===== config.mk =====
export PLATFORM = sky130hd
export DESIGN_NAME = fpstat_reg
export DESIGN_NICKNAME = d
export VERILOG_FILES = /design/src/rtl/fpstat_pkg.sv /design/src/rtl/fpstat_ctl.sv /design/src/rtl/fpstat_ccf.sv /design/src/rtl/fpstat_rdasm.sv /design/src/rtl/fpstat_reg.sv
export SDC_FILE = /design/constraint.sdc
export NUM_CORES = 1
export LEC_CHECK = 0
export ABC_AREA = 1
export CAP_MARGIN = 20
export CORE_AREA = 2 2 70 72
export CTS_BUF_LIST = sky130_fd_sc_hd__clkbuf_16
export CTS_CLUSTER_SIZE = 20
export DETAILED_ROUTE_END_ITERATION = 10
export DIE_AREA = 0 0 72 74
export DONT_BUFFER_PORTS = 1
export PLACE_DENSITY = 0.48
export SETUP_SLACK_MARGIN = 0.02
export SKIP_LAST_GASP = 1
export SYNTH_ARGS = -nofsm -noshare
export SYNTH_HDL_FRONTEND = slang
export SYNTH_SLANG_ARGS = --single-unit
export TNS_END_PERCENT = 1

===== constraint.sdc =====
create_clock -name clk -period 1.3 [get_ports clk]
set_clock_uncertainty 0.2 [all_clocks]
set_input_delay 0.065 -clock clk [delete_from_list [all_inputs] [get_ports clk]]
set_output_delay 0.065 -clock clk [all_outputs]
set_load 0.05 [all_outputs]

===== src/rtl/fpstat_pkg.sv =====
package fpstat_pkg;
   localparam int CEXC_LSB = 0;
   localparam int AEXC_LSB = 5;
   localparam int CC0_LSB  = 10;
   localparam int TT_LSB   = 14;
   localparam int VER_LSB  = 17;
   localparam int TEM_LSB  = 23;
   localparam int RND_LSB  = 30;
   localparam int CCX_LSB  = 32;
   localparam int EXC_W    = 5;
   localparam int TT_W     = 3;
   localparam int VER_W    = 3;
   localparam int RND_W    = 2;
   localparam int CC_W     = 2;
   localparam int MAX_CC   = 4;
   localparam int WORD_W   = 64;
   localparam int NARROW_W = 32;

   typedef struct packed {
      logic [RND_W-1:0] rnd;
      logic [EXC_W-1:0] tem;
      logic [EXC_W-1:0] aexc;
      logic [EXC_W-1:0] cexc;
      logic [TT_W-1:0]  ttype;
   } ctl_t;

   function automatic int cc_lsb(input int idx);
      return (idx == 0) ? CC0_LSB : CCX_LSB + CC_W * (idx - 1);
   endfunction
endpackage


===== src/rtl/fpstat_ctl.sv =====
module fpstat_ctl
   import fpstat_pkg::*;
(
   input  logic                clk,
   input  logic                rst_n,
   input  logic                ld_en,
   input  logic [NARROW_W-1:0] ld_word,
   output ctl_t                ctl_q
);
   logic unused_ld_bits;
   assign unused_ld_bits = ^{ld_word[22:10], ld_word[29:28]};

   always_ff @(posedge clk) begin
      if (!rst_n) begin
         ctl_q <= '0;
      end else if (ld_en) begin
         ctl_q.rnd  <= ld_word[RND_LSB  +: RND_W];
         ctl_q.tem  <= ld_word[TEM_LSB  +: EXC_W];
         ctl_q.aexc <= ld_word[AEXC_LSB +: EXC_W];
         ctl_q.cexc <= ld_word[CEXC_LSB +: EXC_W];
      end
   end

   a_r4_ttype_kept: assert property (@(posedge clk) disable iff (!rst_n)
      ld_en |=> $stable(ctl_q.ttype));
   a_r2_ctl_load: assert property (@(posedge clk) disable iff (!rst_n)
      ld_en |=> (ctl_q.rnd == $past(ld_word[31:30])) && (ctl_q.cexc == $past(ld_word[4:0]))
                && (ctl_q.tem == $past(ld_word[27:23])) && (ctl_q.aexc == $past(ld_word[9:5])));
   a_r6_ctl_hold: assert property (@(posedge clk) disable iff (!rst_n)
      !ld_en |=> $stable(ctl_q));
endmodule


===== src/rtl/fpstat_ccf.sv =====
module fpstat_ccf
   import fpstat_pkg::*;
(
   input  logic            clk,
   input  logic            rst_n,
   input  logic            ld_en,
   input  logic [CC_W-1:0] ld_val,
   input  logic            cmp_en,
   input  logic [CC_W-1:0] cmp_val,
   output logic [CC_W-1:0] q
);
   always_ff @(posedge clk) begin
      if (!rst_n)      q <= '0;
      else if (cmp_en) q <= cmp_val;
      else if (ld_en)  q <= ld_val;
   end

   a_r7_cmp_wins: assert property (@(posedge clk) disable iff (!rst_n)
      cmp_en |=> q == $past(cmp_val));
   a_r2_cc_load: assert property (@(posedge clk) disable iff (!rst_n)
      (ld_en && !cmp_en) |=> q == $past(ld_val));
   a_r6_cc_hold: assert property (@(posedge clk) disable iff (!rst_n)
      (!ld_en && !cmp_en) |=> $stable(q));
endmodule


===== src/rtl/fpstat_rdasm.sv =====
module fpstat_rdasm
   import fpstat_pkg::*;
#(
   parameter int               NCC     = 4,
   parameter logic [VER_W-1:0] VERSION = 3'd0
) (
   input  ctl_t                ctl_q,
   input  logic [CC_W*NCC-1:0] cc_flat,
   output logic [WORD_W-1:0]   word
);
   always_comb begin
      word = '0;
      word[CEXC_LSB +: EXC_W] = ctl_q.cexc;
      word[AEXC_LSB +: EXC_W] = ctl_q.aexc;
      word[TT_LSB   +: TT_W]  = ctl_q.ttype;
      word[VER_LSB  +: VER_W] = VERSION;
      word[TEM_LSB  +: EXC_W] = ctl_q.tem;
      word[RND_LSB  +: RND_W] = ctl_q.rnd;
      for (int i = 0; i < NCC; i++) begin
         word[cc_lsb(i) +: CC_W] = cc_flat[CC_W*i +: CC_W];
      end
   end
endmodule


===== src/rtl/fpstat_reg.sv =====
module fpstat_reg
   import fpstat_pkg::*;
#(
   parameter int               CC_FIELDS  = 4,
   parameter logic [2:0]       VERSION_ID = 3'd5
) (
   input  logic                      clk,
   input  logic                      rst_n,
   input  logic                      ld32_en,
   input  logic [31:0]               ld32_data,
   input  logic                      ld64_en,
   input  logic [63:0]               ld64_data,
   input  logic                      cmp_we,
   input  logic [1:0]                cmp_sel,
   input  logic [1:0]                cmp_cc,
   output logic [63:0]               rd_word,
   output logic [2*CC_FIELDS-1:0]    cc_out,
   output logic [1:0]                rmode
);
   localparam int CCF_W = CC_W * CC_FIELDS;

   initial begin
      a_cfg_fields: assert (CC_FIELDS == 1 || CC_FIELDS == MAX_CC)
         else $error("CC_FIELDS must be 1 or %0d", MAX_CC);
   end

   logic                ld_any;
   logic [NARROW_W-1:0] low_word;
   ctl_t                ctl_q;
   logic [CCF_W-1:0]    cc_flat;
   logic                unused_hi_bits;

   assign ld_any         = ld32_en | ld64_en;
   assign low_word       = ld64_en ? ld64_data[NARROW_W-1:0] : ld32_data;
   assign unused_hi_bits = ^ld64_data[WORD_W-1:NARROW_W];

   fpstat_ctl u_ctl (
      .clk     (clk),
      .rst_n   (rst_n),
      .ld_en   (ld_any),
      .ld_word (low_word),
      .ctl_q   (ctl_q)
   );

   for (genvar i = 0; i < CC_FIELDS; i++) begin : g_cc
      logic            f_ld;
      logic [CC_W-1:0] f_val;
      if (i == 0) begin : g_first
         assign f_ld  = ld_any;
         assign f_val = low_word[CC0_LSB +: CC_W];
      end else begin : g_ext
         assign f_ld  = ld64_en;
         assign f_val = ld64_data[cc_lsb(i) +: CC_W];
      end
      fpstat_ccf u_ccf (
         .clk     (clk),
         .rst_n   (rst_n),
         .ld_en   (f_ld),
         .ld_val  (f_val),
         .cmp_en  (cmp_we && (cmp_sel == 2'(i))),
         .cmp_val (cmp_cc),
         .q       (cc_flat[CC_W*i +: CC_W])
      );
   end

   fpstat_rdasm #(.NCC(CC_FIELDS), .VERSION(VERSION_ID)) u_rdasm (
      .ctl_q   (ctl_q),
      .cc_flat (cc_flat),
      .word    (rd_word)
   );

   assign cc_out = cc_flat;
   assign rmode  = ctl_q.rnd;

   a_r8_wide_wins: assert property (@(posedge clk) disable iff (!rst_n)
      (ld32_en && ld64_en) |=> rmode == $past(ld64_data[31:30]));
   a_r10_cc0_view: assert property (@(posedge clk) disable iff (!rst_n)
      (cmp_we && cmp_sel == 2'd0) |=> cc_out[1:0] == $past(cmp_cc));
endmodule


---- After elaboration in Yosys (flattened, before gate mapping) ----
Cells that the tools add are included.
word-level totals
  bits in registers ....................... 25
  input bits .............................. 105
  output and inout port bits .............. 74
  logic and storage cells ................. 30
operators by class
  equality and inequality tests ........... 3
  muxes and demuxes ....................... 9
  bitwise operators ....................... 1
  reduce and logical (&&, ||, !) cells .... 9
operators by type and width
  cell                number
  $mux 32             1
  $mux 2              8
  $reduce_bool 2->1   4
  $eq 2x2->1 const B  2
  $logic_and 1x1->1   4
  $eq 2x1->1 const B  1
  $logic_not 2->1     1
  $or 1x1->1          1

---- Logic depth before layout (Yosys ltp) ----
  word-level depth ........................ 3
  mapped depth ............................ 8
  depth with buffers taken out ............ 7

---- Hierarchy ----
Synthesis repeated with hierarchy kept, for this count alone.
unflattened totals
  cells, all modules ...................... 355
  area total of the unflattened synthesis .. 2,112.0 um^2
by module, submodules not included
  module        times used  cells an instance  area an instance (um^2)  sequential area each (um^2)
  fpstat_ctl    1           112                753.2                    340.3
  fpstat_rdasm  1           66                 488.0                    0.0
  fpstat_reg    1           113                470.5                    0.0
  fpstat_ccf    4           16                 100.1                    40.0

---- Least setup slack after synthesis ----
No wires, ideal clock.
  path type ............................... flip-flop to flip-flop
  from .................................... reg g_cc[1].u_ccf.q[0] (netlist name)
  to ...................................... reg g_cc[1].u_ccf.q[0]
  library setup time ...................... 58 ps
  data arrival time ....................... 928 ps
  required time ........................... 1,042 ps
  slack ................................... 113 ps
  stages on the path, launching flop included .. 4
  buffers on the path ..................... 0
  period minus slack after synthesis ...... 1,187 ps
  cells stage by stage .................... dfxtp_1 nand2_1 nand3_1 o211a_1
RTL lines
  item                  RTL line          RTL
  to (signal assigned)  fpstat_ccf.sv:14  else if (cmp_en) q <= cmp_val;
  to (signal assigned)  fpstat_ccf.sv:15  else if (ld_en) q <= ld_val;
  to (decl)             fpstat_ccf.sv:10  output logic [CC_W-1:0] q

---- Worst setup path in the final report ----
  from .................................... reg g_cc[2].u_ccf.q[1]
  to ...................................... out rd_word[35]
RTL lines
  item                    RTL line          RTL
  from (decl)             fpstat_ccf.sv:10
  from (signal assigned)  fpstat_ccf.sv:14
  from (signal assigned)  fpstat_ccf.sv:15
  to (decl)               fpstat_reg.sv:16  output logic [63:0] rd_word,
No word-level cell between the ends.

==> impl_metrics.ini <==
[detailed_routing]
vias = 1313
viasPerCell = 4.32
drt-total-wl_mm = 3.41
drtIter0Drc = 34
antenna_left = 0
drc_errors = 0
drtPass1Iterations = 4
avgRoutedWirePerCell_um = 11.2

[timing]
slew_viol_final = 0
hold_violations = 25
finalSetupViolations = 0
rsz0062_at_grt = false
fin_crit_ns = 1.17
setup_slack_ns = 0.130
fin_tns_setup_ns = 0
fmax_mhz = 855
period_share_pct = 90.0
hold_ws_ns = -0.294

[logic_synthesis]
ys_async_sr_fraction_pct = 0
synth_area_um2 = 1630
netlist_instances = 241
synth_top_area_share_pct = 30.7
synthTopCellsByCount = nand2_1 (89), buf_4 (51), nand3_1 (34)
synth_compound_area_share_pct = 3.68
synthFlopType = dfxtp_1
yosysMostFrequentCell = nand2_1
netlist-cell-type-count = 14
ys_warn_count = 0
synthAdderAreaFrac_pct = 0
synth_seq_cells = 25
synth.yosys.seq_area_share_pct = 30.7
avgSynthCellArea_um2 = 6.78
synth_enable_flop_cells = 0
synthXorXnorAreaFrac_pct = 0
yosys.area_share.simple_pct = 33.0
synth_top_family_by_area = simple AND/OR/NAND/NOR gates
yosysTopAreaCell = dfxtp_1
yosys-top-cells-area = dfxtp_1 (31%), buf_4 (23%), nand2_1 (20%)
synthMuxAreaShare_pct = 0

[layout]
stdcell_area_um2 = 1690
fin_nets = 356
synthToLayoutAreaGrowth_pct = 3.52
antennaDiodeCount = 0
final_cells = 304
layout-drive-gt1-share_pct = 13.2

[cts]
cts_buffers = 3
post_cts_buffers = 0
clk_path_buf_depth = 2
clk_latency_ns = 0.25
clkSinkCount = 25
htree_levels = 1
cts_resized = 0
clkTransAtPathRegs_ns = 0.06
cts_root_buffer = clkbuf_16
tritoncts = built

[placement]
dp_hpwl_mm = 2.58
place.gp.congestion = 0.655
pre_cts_slack_ns = 0.347
dpl_cell_area_um2 = 1610
port_buffers = 0
place_inst = 300

[power_and_ir_drop]
powerDensity_nw_per_um2 = 1350
peakVddDrop_mv = 0.585
p_leak_nw = 1.03
power_mw = 2.28

[worst_setup_path]
cp.arrival_ns = 0.91
cp.required_ns = 1.03
cpMaxStageDelayCell = dfxtp_1
worstSetupEndpointType = output pin
crit_chain = buf_4
cpLargestDelayFamily = flip-flops
critPathLaunchType = register
crit_type = register to output pin
slowest_delay_ns = 0.35
cp_max_fo = 2
worst-path-buf-inv = 1

[die]
die_w_um = 72
rows = 25
ios = 179
die_y_um = 74
die_area_um2 = 5330
start_util_pct = 35.5
coreArea_um2 = 4600

[global_routing]
grt_max_degree = 29
grtUsageTotal_pct = 12.8
overflow = 0
grt_pass1_vias = 1147
grt_pass1_wl_mm = 5.31
antenna_found_initial = 0

[run_status]
violations = hold timing
outcome = finished with violations

[flow_run]
drv_cap = 0

[hold_path]
hold_path.class = input port to register
cell families (layout without fill, tap and decap cells):
family                 count (synthesis)  count (layout)
AOI/OAI and AO/OA                      6               6
other                                  2              39
DFF                                   25              25
buffers and inverters                 82              54
and+or+nand+nor                      126             126
cell usage in the layout (no fill, tap or decap), drive strengths merged:
| cell | n |
|---|---|
| nand3 | 34 |
| dfxtp | 25 |
| conb | 39 |
| o211a | 6 |
| nand2 | 89 |
| clkbuf | 3 |
| buf | 26 |
| inv | 25 |
| nor2 | 3 |
registers in the layout, indices dropped and copies added (netlist names):
register	count
u_ctl.ctl_q	17
g_cc.u_ccf.q	8
per-layer routing:
metal / up-vias / part of all wire (%) / global-route usage (%)
met5: - / 0 / 0
met4: 0 / 0.62 / 3.14
met3: 2 / 12 / 4.74
met2: 85 / 42 / 20.9
met1: 559 / 45 / 16.2
li1: 667 / - / -
cell type report:
cell class                 count  area, um2
clock buffer                   3       75.1
fill                         526       2910
inverter                      24       90.1
sequential                    25        500
multi-input combinational    171        746
tap                           54       67.6
clock inverter                 1       3.75
timing repair buffer          26        208
path summary, 6_finish.rpt:
path                                           to  slack (ns)                       startpoint  cells after the start
setup / recovery                      rd_word[35]        0.13  g_cc[2].u_ccf.q[1]$_SDFFE_PN0P_                      1
hold / removal        u_ctl.ctl_q[6]$_SDFFE_PN0P_       -0.29                            rst_n                      2
setup reg to reg  g_cc[2].u_ccf.q[1]$_SDFFE_PN0P_        0.42  g_cc[2].u_ccf.q[1]$_SDFFE_PN0P_                      3
hold reg to reg      u_ctl.ctl_q[18]$_SDFFE_PN0P_        0.35     u_ctl.ctl_q[18]$_SDFFE_PN0P_                      4
metrics by stage:
step           utilization (%)  hold slack (ns)
3_5_place_dp              35.0          -0.0297
3_3_place_gp              35.0          -0.0324
4_1_cts                   36.8           -0.300
5_1_grt                   36.8           -0.299
6_report                  36.8           -0.294
2_1_floorplan                -           0.0210
report_power, final:
group,leakage (nW),internal [mW],switching [mW]
Sequential,0.207,0.819,0.0254
Clock,0.0423,0.411,0.257
Combinational,0.780,0.141,0.626
Total,1.03,1.37,0.909
Power figures use the tool's default switching activity.
